**config.mk**
```make
export PLATFORM = sky130hd
export DESIGN_NAME = usb_ls_rx
export DESIGN_NICKNAME = d
export VERILOG_FILES = /design/src/rtl/usb_ls_rx_pkg.sv /design/src/rtl/usb_ls_line_sync.sv /design/src/rtl/usb_ls_bit_timer.sv /design/src/rtl/usb_ls_decoder.sv /design/src/rtl/usb_ls_rx.sv
export SDC_FILE = /design/constraint.sdc
export NUM_CORES = 1
export LEC_CHECK = 0
export ABC_AREA = 1
export BUFFER_PORTS_ARGS = -buffer_cell sky130_fd_sc_hd__buf_2
export CORE_MARGIN = 2
export CORE_UTILIZATION = 53
export CTS_CLUSTER_DIAMETER = 150
export DETAILED_ROUTE_END_ITERATION = 7
export PLACE_DENSITY = 0.74
export SYNTH_ARGS = -nofsm -noshare
export SYNTH_HDL_FRONTEND = slang
export SYNTH_SLANG_ARGS = --single-unit
```
**constraint.sdc**
```tcl
create_clock -name clk -period 2.1 [get_ports clk]
set_clock_uncertainty 0.15 [all_clocks]
set_input_delay 0.105 -clock clk [delete_from_list [all_inputs] [get_ports clk]]
set_output_delay 0.105 -clock clk [all_outputs]
set_load 0.005 [all_outputs]
```
**src/rtl/usb_ls_rx_pkg.sv**
```systemverilog
package usb_ls_rx_pkg;

    // Value is {D+, D-}
    typedef enum logic [1:0] {
        LS_SE0 = 2'b00,
        LS_J   = 2'b01,
        LS_K   = 2'b10,
        LS_SE1 = 2'b11
    } line_t;

    typedef enum logic [1:0] {
        ST_IDLE,
        ST_SYNC,
        ST_DATA,
        ST_EOP
    } rx_state_t;

endpackage

```
**src/rtl/usb_ls_line_sync.sv**
```systemverilog
module usb_ls_line_sync
    import usb_ls_rx_pkg::*;
#(
    parameter int STAGES = 2
) (
    input  logic  clk,
    input  logic  rst_n,
    input  logic  pin_dp,
    input  logic  pin_dm,
    output line_t ls_now,
    output line_t ls_prior,
    output logic  edge_seen
);

    logic [1:0] stage_q [STAGES];
    line_t      cur_q;
    line_t      prior_q;

    for (genvar g = 0; g < STAGES; g++) begin : g_stage
        if (g == 0) begin : g_first
            always_ff @(posedge clk or negedge rst_n) begin
                if (!rst_n) stage_q[g] <= 2'b01;
                else        stage_q[g] <= {pin_dp, pin_dm};
            end
        end else begin : g_next
            always_ff @(posedge clk or negedge rst_n) begin
                if (!rst_n) stage_q[g] <= 2'b01;
                else        stage_q[g] <= stage_q[g-1];
            end
        end
    end

    // Classified value and the value one clock older
    always_ff @(posedge clk or negedge rst_n) begin
        if (!rst_n) begin
            cur_q   <= LS_J;
            prior_q <= LS_J;
        end else begin
            cur_q   <= line_t'(stage_q[STAGES-1]);
            prior_q <= cur_q;
        end
    end

    assign ls_now    = cur_q;
    assign ls_prior  = prior_q;
    assign edge_seen = (cur_q != prior_q);

endmodule

```
**src/rtl/usb_ls_bit_timer.sv**
```systemverilog
module usb_ls_bit_timer #(
    parameter int BIT_CLKS_A = 53,
    parameter int BIT_CLKS_B = 54,
    parameter int HALF_CLKS  = 27
) (
    input  logic clk,
    input  logic rst_n,
    input  logic edge_seen,
    output logic sample_stb
);

    localparam int CNT_W = $clog2(BIT_CLKS_B + 1);
    localparam int GAP_W = CNT_W + 1;
    localparam logic [CNT_W-1:0] RELOAD_A = CNT_W'(BIT_CLKS_A - 1);
    localparam logic [CNT_W-1:0] RELOAD_B = CNT_W'(BIT_CLKS_B - 1);
    localparam logic [CNT_W-1:0] RELOAD_H = CNT_W'(HALF_CLKS - 1);

    logic [CNT_W-1:0] cnt_q;
    logic [1:0]       cad_q;

    assign sample_stb = (cnt_q == '0);

    always_ff @(posedge clk or negedge rst_n) begin
        if (!rst_n) begin
            cnt_q <= RELOAD_A;
            cad_q <= 2'd0;
        end else if (edge_seen) begin
            cnt_q <= RELOAD_H;                 // restart half a bit out
            cad_q <= 2'd0;
        end else if (sample_stb) begin
            cnt_q <= (cad_q == 2'd2) ? RELOAD_B : RELOAD_A;
            cad_q <= (cad_q == 2'd2) ? 2'd0 : cad_q + 2'd1;
        end else begin
            cnt_q <= cnt_q - 1'b1;
        end
    end

    // Checker state: clocks since the last strobe or edge
    logic [GAP_W-1:0] gap_q;
    logic             seen_edge_q;
    logic             primed_q;

    always_ff @(posedge clk or negedge rst_n) begin
        if (!rst_n) begin
            gap_q       <= '0;
            seen_edge_q <= 1'b0;
            primed_q    <= 1'b0;
        end else begin
            if (edge_seen || sample_stb) gap_q <= GAP_W'(1);
            else if (gap_q != '1)        gap_q <= gap_q + 1'b1;
            if (edge_seen)       seen_edge_q <= 1'b1;
            else if (sample_stb) seen_edge_q <= 1'b0;
            if (edge_seen || sample_stb) primed_q <= 1'b1;
        end
    end

    a_r3_half_after_edge: assert property (@(posedge clk) disable iff (!rst_n)
        (sample_stb && seen_edge_q) |-> (gap_q == GAP_W'(HALF_CLKS)));

    a_r4_cadence: assert property (@(posedge clk) disable iff (!rst_n)
        (sample_stb && primed_q && !seen_edge_q) |->
            (gap_q == GAP_W'(BIT_CLKS_A) || gap_q == GAP_W'(BIT_CLKS_B)));

    a_r5_no_double: assert property (@(posedge clk) disable iff (!rst_n)
        sample_stb |=> !sample_stb);

endmodule

```
**src/rtl/usb_ls_decoder.sv**
```systemverilog
module usb_ls_decoder
    import usb_ls_rx_pkg::*;
#(
    parameter int SYNC_MIN  = 4,
    parameter int STUFF_RUN = 6
) (
    input  logic       clk,
    input  logic       rst_n,
    input  logic       sample_stb,
    input  line_t      sample_ls,
    output logic [7:0] rx_byte,
    output logic       rx_valid,
    output logic       pkt_start,
    output logic       pkt_end,
    output logic       stuff_err
);

    localparam int ALT_W  = $clog2(SYNC_MIN + 2);
    localparam int ONES_W = $clog2(STUFF_RUN + 1);

    rx_state_t         state_q, state_d;
    line_t             last_q;
    logic [ALT_W-1:0]  alt_q;
    logic [ONES_W-1:0] ones_q;
    logic [2:0]        bit_q;
    logic [7:0]        shift_q;

    logic is_jk, nrzi_bit, at_run, sync_ok, bad_stuff;

    assign is_jk     = (sample_ls == LS_J) || (sample_ls == LS_K);
    assign nrzi_bit  = (sample_ls == last_q);
    assign at_run    = (ones_q == ONES_W'(STUFF_RUN));
    assign sync_ok   = (last_q == LS_K) && (alt_q >= ALT_W'(SYNC_MIN));
    assign bad_stuff = (state_q == ST_DATA) && sample_stb && is_jk && at_run && nrzi_bit;

    // Next state
    always_comb begin
        state_d = state_q;
        if (sample_stb) begin
            unique case (state_q)
                ST_IDLE: if (sample_ls == LS_K) state_d = ST_SYNC;      // go_sync
                ST_SYNC: begin
                    if (!is_jk)                   state_d = ST_IDLE;    // sync_abort
                    else if (sample_ls != last_q) state_d = ST_SYNC;    // sync_toggle
                    else if (sync_ok)             state_d = ST_DATA;    // sync_lock
                    else                          state_d = ST_IDLE;    // sync_abort
                end
                ST_DATA: begin
                    if (sample_ls == LS_SE0)      state_d = ST_EOP;     // go_eop
                    else if (!is_jk || bad_stuff) state_d = ST_IDLE;    // data_abort
                end
                ST_EOP: begin
                    if (sample_ls != LS_SE0)      state_d = ST_IDLE;    // eop_done / eop_abort
                end
                default: state_d = ST_IDLE;
            endcase
        end
    end

    // State register
    always_ff @(posedge clk or negedge rst_n) begin
        if (!rst_n) state_q <= ST_IDLE;
        else        state_q <= state_d;
    end

    // Datapath and outputs
    always_ff @(posedge clk or negedge rst_n) begin
        if (!rst_n) begin
            last_q    <= LS_J;
            alt_q     <= '0;
            ones_q    <= '0;
            bit_q     <= '0;
            shift_q   <= '0;
            rx_byte   <= '0;
            rx_valid  <= 1'b0;
            pkt_start <= 1'b0;
            pkt_end   <= 1'b0;
            stuff_err <= 1'b0;
        end else begin
            rx_valid  <= 1'b0;
            pkt_start <= 1'b0;
            pkt_end   <= 1'b0;
            stuff_err <= 1'b0;
            if (sample_stb) begin
                last_q <= sample_ls;
                unique case (state_q)
                    ST_IDLE: alt_q <= ALT_W'(1);
                    ST_SYNC: begin
                        if (is_jk && sample_ls != last_q && alt_q != '1)
                            alt_q <= alt_q + 1'b1;
                        if (state_d == ST_DATA) begin
                            pkt_start <= 1'b1;
                            ones_q    <= ONES_W'(1);                // sync K-K counts
                            bit_q     <= '0;
                        end
                    end
                    ST_DATA: begin
                        if (is_jk) begin
                            if (at_run) begin
                                ones_q <= '0;
                                if (nrzi_bit) stuff_err <= 1'b1;
                                // else: stuffed zero dropped
                            end else begin
                                ones_q  <= nrzi_bit ? ones_q + 1'b1 : '0;
                                shift_q <= {nrzi_bit, shift_q[7:1]};
                                bit_q   <= bit_q + 1'b1;
                                if (bit_q == 3'd7) begin
                                    rx_byte  <= {nrzi_bit, shift_q[7:1]};
                                    rx_valid <= 1'b1;
                                end
                            end
                        end
                    end
                    ST_EOP: if (sample_ls == LS_J) pkt_end <= 1'b1;
                    default: ;
                endcase
            end
        end
    end

    a_r7_one_strobe: assert property (@(posedge clk) disable iff (!rst_n)
        $onehot0({rx_valid, pkt_start, pkt_end, stuff_err}));

    a_r8_run_bound: assert property (@(posedge clk) disable iff (!rst_n)
        ones_q <= ONES_W'(STUFF_RUN));

    a_r6_start_from_sync: assert property (@(posedge clk) disable iff (!rst_n)
        $rose(state_q == ST_DATA) |-> $past(state_q == ST_SYNC));

    a_r10_end_from_eop: assert property (@(posedge clk) disable iff (!rst_n)
        pkt_end |-> $past(state_q == ST_EOP));

    a_r9_err_leaves_data: assert property (@(posedge clk) disable iff (!rst_n)
        stuff_err |-> (state_q == ST_IDLE));

endmodule

```
**src/rtl/usb_ls_rx.sv**
```systemverilog
module usb_ls_rx
    import usb_ls_rx_pkg::*;
#(
    parameter int SYNC_STAGES = 2,
    parameter int BIT_CLKS_A  = 53,
    parameter int BIT_CLKS_B  = 54,
    parameter int HALF_CLKS   = 27,
    parameter int SYNC_MIN    = 4,
    parameter int STUFF_RUN   = 6
) (
    input  logic       clk,
    input  logic       rst_n,
    input  logic       pin_dp,
    input  logic       pin_dm,
    output logic [1:0] line_state,
    output logic [7:0] rx_byte,
    output logic       rx_valid,
    output logic       pkt_start,
    output logic       pkt_end,
    output logic       stuff_err
);

    line_t ls_now, ls_prior;
    logic  edge_seen, sample_stb;

    usb_ls_line_sync #(.STAGES(SYNC_STAGES)) u_sync (
        .clk       (clk),
        .rst_n     (rst_n),
        .pin_dp    (pin_dp),
        .pin_dm    (pin_dm),
        .ls_now    (ls_now),
        .ls_prior  (ls_prior),
        .edge_seen (edge_seen)
    );

    usb_ls_bit_timer #(
        .BIT_CLKS_A (BIT_CLKS_A),
        .BIT_CLKS_B (BIT_CLKS_B),
        .HALF_CLKS  (HALF_CLKS)
    ) u_timer (
        .clk        (clk),
        .rst_n      (rst_n),
        .edge_seen  (edge_seen),
        .sample_stb (sample_stb)
    );

    usb_ls_decoder #(
        .SYNC_MIN  (SYNC_MIN),
        .STUFF_RUN (STUFF_RUN)
    ) u_dec (
        .clk        (clk),
        .rst_n      (rst_n),
        .sample_stb (sample_stb),
        .sample_ls  (ls_prior),
        .rx_byte    (rx_byte),
        .rx_valid   (rx_valid),
        .pkt_start  (pkt_start),
        .pkt_end    (pkt_end),
        .stuff_err  (stuff_err)
    );

    assign line_state = ls_now;

endmodule

```
After elaboration in Yosys (flattened, before gate mapping)
Index checks and enable logic that the tools add are counted.
- register bits after elaboration: 49
- input bits: 4
- output and inout bits: 14
- logic and storage cells: 106
- add/subtract/negate cells: 5
- $lt $le $gt $ge: 1
- equal/unequal tests: 18
- muxes and demuxes: 42
- bitwise operators: 1
- reduce and logical (&&, ||, !) cells: 22
- operators by type and width (operator ; number):
    two-way mux 3 bit ; 8
    two-way mux 2 bit ; 11
    one-hot mux 3 bit (2 select lines) ; 3
    two-way mux 1 bit ; 17
    equality test 2 bit (second input constant) ; 6
    two-way mux 6 bit ; 2
    AND reduction 5 bit ; 2
    adder 3 x 1 -> 3 bit (second input constant) ; 3
    one-hot mux 2 bit (4 select lines) ; 1
    AND reduction 4 bit ; 2
    nonzero test 2 bit ; 4
    logical AND 1 bit ; 7
    equality test 3 bit (second input constant) ; 2
    logical NOT 6 bit ; 1
    != test 2 x 1 -> 1 bit (second input constant) ; 3
    subtractor 6 x 1 -> 6 bit (second input constant) ; 1
    equality test 2 x 1 -> 1 bit (second input constant) ; 2
    logical NOT 2 bit ; 2
    != test 2 bit ; 2
    greater-or-equal comparator 3 bit (second input constant) ; 1
    != test 3 bit (second input constant) ; 1
    AND reduction 3 bit ; 1
    adder 2 x 1 -> 2 bit (second input constant) ; 1
    equality test 2 bit ; 1
    4 further kinds ; 5

Depth between registers and ports, before layout
- depth after elaboration: 14
- mapped depth: 16
- gate-level depth less buffers: 16

Cells and area by module
From an unflattened synthesis, not the netlist that was laid out.
- cells, all modules: 257
- area total of the unflattened synthesis: 2381.0 um^2
- by module, submodules not included (module ; instances ; cells each ; area an instance (um^2) ; seq. area each (um^2)):
    usb_ls_decoder ; 1 ; 195 ; 1680.4 ; 802.0
    usb_ls_bit_timer ; 1 ; 47 ; 464.2 ; 203.9
    usb_ls_line_sync ; 1 ; 15 ; 236.5 ; 205.2

Worst setup path before layout
Ideal clock, no wire load.
- kind: reg2reg
- start point: register u_dec.state_q[0]
- end point: register u_dec.bit_q[0]
- library setup time: 113 ps
- data arrival time: 1710 ps
- data required time: 1837 ps
- slack: 127 ps
- stages on the path, launching flop included: 17
- buffers on the path: 1
- period minus slack after synthesis: 1973 ps
- path through: dfrtp_1 -> inv_1 -> ha_1 -> buf_2 -> inv_1 -> nor2_1 -> nand3_4 -> nand3_2 -> nand2_2 -> nand2_2 -> nand2_4 -> nand2_4 -> nand2_4 -> nand2_4 -> nand2_1 -> nand2_1 -> inv_1
- cells in the longest elaborated chain, start to end: 13
- elaborated cells on any way between the ends: 22
- classes of those cells: 7 x eq/ne; 7 x mux; 8 x reduce/logical
- RTL lines (item ; line ; text):
    from (decl) ; usb_ls_decoder.sv:21 ; rx_state_t state_q, state_d;
    from (signal assigned) ; usb_ls_decoder.sv:63 ; else state_q <= state_d;
    equality test 2 bit ; usb_ls_decoder.sv:34, usb_ls_decoder.sv:40 ;
    logical AND 1 bit (4 in series) ; usb_ls_decoder.sv:34 ; assign bad_stuff = (state_q == ST_DATA) && sample_stb && is_jk && at_run && nrzi_bit;
    logical OR 1 bit ; usb_ls_decoder.sv:50 ; else if (!is_jk || bad_stuff) state_d = ST_IDLE;
    two-way mux 2 bit ; usb_ls_decoder.sv:50 ;
    two-way mux 2 bit ; usb_ls_decoder.sv:49 ; if (sample_ls == LS_SE0) state_d = ST_EOP;
    one-hot mux 2 bit (4 select lines) (*) ; usb_ls_decoder.sv:40 ; unique case (state_q)
    two-way mux 2 bit (*) ; usb_ls_decoder.sv:39 ; if (sample_stb) begin
    named net u_dec.state_d[1] ; usb_ls_decoder.sv:21 ;
    equality test 2 bit (*) ; usb_ls_decoder.sv:91 ; if (state_d == ST_DATA) begin
    != test 2 x 1 -> 1 bit (no source line) (*) ; -- ;
    AND reduction 5 bit (no source line) (*) ; -- ;
    to (signal assigned) ; usb_ls_decoder.sv:106 ; bit_q <= bit_q + 1'b1;
    to (decl) ; usb_ls_decoder.sv:25 ; logic [2:0] bit_q;
The timed path passes the listed nets; every way through them passes the cells marked *.
A chain may end at the register's enable or synchronous reset.

Worst setup path in the final report
- start point: register u_sync.prior_q[0], in the netlist u_sync.ls_prior[0]
- end point: register u_dec.ones_q[0]
- cells in the longest elaborated chain, start to end: 13
- elaborated cells on any way between the ends: 28
- classes of those cells: 7 x eq/ne; 12 x mux; 9 x reduce/logical
- RTL lines (item ; line ; text):
    from (decl) ; usb_ls_line_sync.sv:17 ; line_t prior_q;
    from (signal assigned) ; usb_ls_line_sync.sv:40 ; prior_q <= cur_q;
    equality test 2 x 1 -> 1 bit / equality test 2 bit (equally long branches) ; usb_ls_decoder.sv:30, usb_ls_decoder.sv:41 ;
    logical OR 1 bit ; usb_ls_decoder.sv:30 ; assign is_jk = (sample_ls == LS_J) || (sample_ls == LS_K);
    logical AND 1 bit (3 in series) ; usb_ls_decoder.sv:34 ;
    logical OR 1 bit ; usb_ls_decoder.sv:50 ;
    two-way mux 2 bit ; usb_ls_decoder.sv:50 ;
    two-way mux 2 bit ; usb_ls_decoder.sv:49 ;
    one-hot mux 2 bit (4 select lines) (*) ; usb_ls_decoder.sv:40 ;
    two-way mux 2 bit (*) ; usb_ls_decoder.sv:39 ;
    named net u_dec.state_d[1] ; usb_ls_decoder.sv:21 ;
    equality test 2 bit (*) ; usb_ls_decoder.sv:91 ;
    != test 2 x 1 -> 1 bit (no source line) (*) ; -- ;
    AND reduction 4 bit (no source line) (*) ; -- ;
    to (signal assigned) ; usb_ls_decoder.sv:104 ; ones_q <= nrzi_bit ? ones_q + 1'b1 : '0;
    to (decl) ; usb_ls_decoder.sv:24 ; logic [ONES_W-1:0] ones_q;
The timed path passes the listed nets; every way through them passes the cells marked *. The select of a mux whose other input is x is not followed.

==> impl_metrics.ini <==
[setup_path]
critPathArrivalTime_ps = 2040
crit_chain = inv_2 -> ha_4 -> nand2_2 -> nor3_1 -> o21ai_1 -> nand2_4 -> nand2_4 -> nand2_4 -> nand3_1 -> nand2_1 -> inv_1
max_stage_delay_ps = 540
cp_top_family = simple AND/OR/NAND/NOR gates
cp-end-kind = flip-flop
r2r_setup_slack_ps = 110
crit_fanout = 6
r2r_cells = 11
startpoint_type = flip-flop
regToRegStartpoint = u_sync.ls_prior[0]
cp_data_required_time_ps = 2150
path_class = flip-flop to flip-flop
crit_buf_inv = 2
crit_slowest_cell = dfstp_2
worstReg2RegEnd = u_dec.ones_q[0]
crit_path_frequent_cell = nand2_4

[global_route]
grt_antenna_before_repair = 0
grt_overflow = 0
grt_pass1_wl_mm = 7.452
grt_max_degree = 27
grt_usage = 0.1860
first_global_vias = 1727

[synthesis]
yosys.area.top_type_share = 0.4128
synth-seq-cells = 48
syn-mean-instance-area_um2 = 9.291
postSynthCellCount = 261
seq_area_frac_synth = 0.4995
ys_top_cells_by_area = dfrtp_1 41%, nand2_1 10%, dfstp_2 8.7%, ha_1 8.3%, inv_1 5.1%
ys_types = 31
ys_warn_count = 0
syn_area_um2 = 2425
synth_largest_area_cell = dfrtp_1
syn_nets = 281

[die]
core_area_um2 = 4384
row_count = 24
initial_core_util = 0.5531
die-area_um2 = 5132
die_w_um = 71.64
io_pins = 18
die_h_um = 71.64

[clock_network]
cts_tree = yes
cts-root-buf = clkbuf_8
cts_num_sinks = 48
cts_buffers = 5
clockBufferDepth = 2
clk_pin_slew_ps = 80
clk_latency_ps = 300
htreeDepth = 2

[drt]
dr.pass1.iters = 4
vias = 1764
drc = 0
routed_wl_mm = 4.443
ant_nets = 0
routed_via_density = 5.026
drt_iter0_markers = 64
wl_per_cell_um = 12.66

[power]
power_frac_clock = 0.425
intPower_uw = 1453
power.switching_uw = 369.5
pwr-share-seq = 0.521
p_leak_uw = 0.001419
powerDensity_nw_per_um2 = 635.2
comb_power_share = 0.053
p_sw_frac = 0.2028
peakVddDrop_uv = 359.7

[timing]
worst_pin_slew_ps = 585.0
slew-limit-headroom = 0.6100
final-hold-violation-count = 0
setup_viol = 0
drv_slew = 0
rsz0062_at_grt = no
period_minus_slack_ps = 1993
fmax_ghz = 0.5018
tns_ps = 0
finalCritPeriodShare = 0.9489

[finish]
fill_cells = 351
final_util = 0.6544
fin_nets = 318
final_common_cell = nand2_1
drive_gt1_frac = 0.3010
final_cell_mix = 65 x nand2_1, 40 x dfrtp_1, 30 x inv_1
multi_input_area_um2 = 1105
seq_area_um2 = 1211
n_antenna_cell = 0
synthToLayoutAreaGrowth_pct = 18.32

[status]
outcome = complete, no violations

[job]
drv_cap = 0

[placed_design]
port_buffers = 17
place.gp.congestion = 0.8878
post-dp-hpwl_mm = 3.258

[hold_path]
hold_path.class = primary input to asynchronous set/reset pin
-- cells by family after synthesis --
logic type / Yosys count / share of synthesized area
flip-flops: 48 / 0.4995
AND/OR/NAND/NOR: 117 / 0.2570
XOR/XNOR: 4 / 0.01445
AO/OA/AOI/OAI: 35 / 0.07791
buffers and inverters: 41 / 0.06862
adder cells (fa/ha/maj): 16 / 0.08256
-- timing repair --
action | in CTS | in global routing
buffers inserted | 0 | 1
hold buffers | 3 | 0
setup endpoints to repair | 0 | 8
hold endpoints to repair | 21 | 0
gates resized for setup | 0 | 14
-- layout make-up --
type                    instances  area share
clock inverters                 2     0.02093
flip-flops and latches         48      0.4222
multi-input cells             172      0.3851
repair buffers                 33     0.07414
well taps                      52     0.02268
clock buffers                   6     0.02529
inverters                      38     0.04972
-- worst reg2reg max path: stages (launching register included) --
cell and delay, ps:
dfstp_2 540, inv_2 60, ha_4 280, nand2_2 60
nor3_1 220, o21ai_1 120, nand2_4 100, nand2_4 60
nand2_4 110, nand3_1 80, nand2_1 80, inv_1 40
-- flip-flops by register name (all words and copies together), names as in the netlist, 3 cells and up --
register	cells
u_dec.rx_byte	8
u_dec.shift_q	7
u_dec.alt_q	3
u_dec.bit_q	3
u_sync.stage_q	4
u_dec.ones_q	3
u_timer.cnt_q	6
-- how the worst max path moves through the flow --
| stage | from | end | slack [ps] | cells past startpoint |
|---|---|---|---|---|
| after global placement | u_sync.ls_prior[0] | u_dec.bit_q[1] | 110 | 14 |
| after detailed placement | u_sync.ls_prior[0] | u_dec.bit_q[0] | 30 | 14 |
| after CTS | u_sync.ls_prior[0] | u_dec.ones_q[0] | 8 | 14 |
| final | u_sync.ls_prior[0] | u_dec.ones_q[0] | 110 | 11 |
| after global routing | u_timer.cnt_q[0] | u_dec.bit_q[2] | 0.1 | 13 |
| after floorplan | u_dec.state_q[0] | u_dec.bit_q[0] | 130 | 16 |
-- power groups by stage --
stage               Combinational [uW]  Sequential [uW]  Clock (uW)
floorplan                         42.9              966           0
global placement                  80.3              968           0
detailed placement                82.8              968           0
CTS                               87.4              950         786
global route                       110              952         818
finish                            97.3              950         775
-- Yosys cell counts --
library cell and count:
a211oi_1 1, a211oi_2 1, a21oi_1 6, buf_2 1, buf_8 1, clkbuf_1 1, dfrtp_1 40, dfstp_2 8
ha_1 16, inv_1 33, inv_2 5, nand2_1 66, nand2_2 10, nand2_4 5, nand3_1 6, nand3_2 4
nand3_4 1, nand4_1 1, nor2_1 12, nor2_2 2, nor2_4 2, nor3_1 2, nor3_4 2, nor3b_4 1
o21ai_0 17, o21ai_1 9, o41ai_1 1, or2_2 2, or2_4 1, xnor2_1 1, xor2_1 3
-- metrics by stage --
stage	cells	worst slack, ps	hold slack (ps)	total power [uW]	cell area (um^2)
4_1_cts	350	7.859	203.9	1824	2804
2_1_floorplan	261	126.6	-340.6	1009	2425
3_3_place_gp	339	105.3	-11.88	1048	2641
3_5_place_dp	339	28.76	-8.981	1051	2641
5_1_grt	351	0.1155	213.4	1879	2869
6_report	351	107.3	184.0	1822	2869
-- per-layer routing --
metal  GRT usage  up-vias  wire length [um]
li1            -      889                 -
met1      0.2402      843              2051
met2      0.3097       23              2202
met3     0.03094        9               100
met4     0.08176        0                90
met5           0        -                 0
Power figures use the tool's default switching activity.
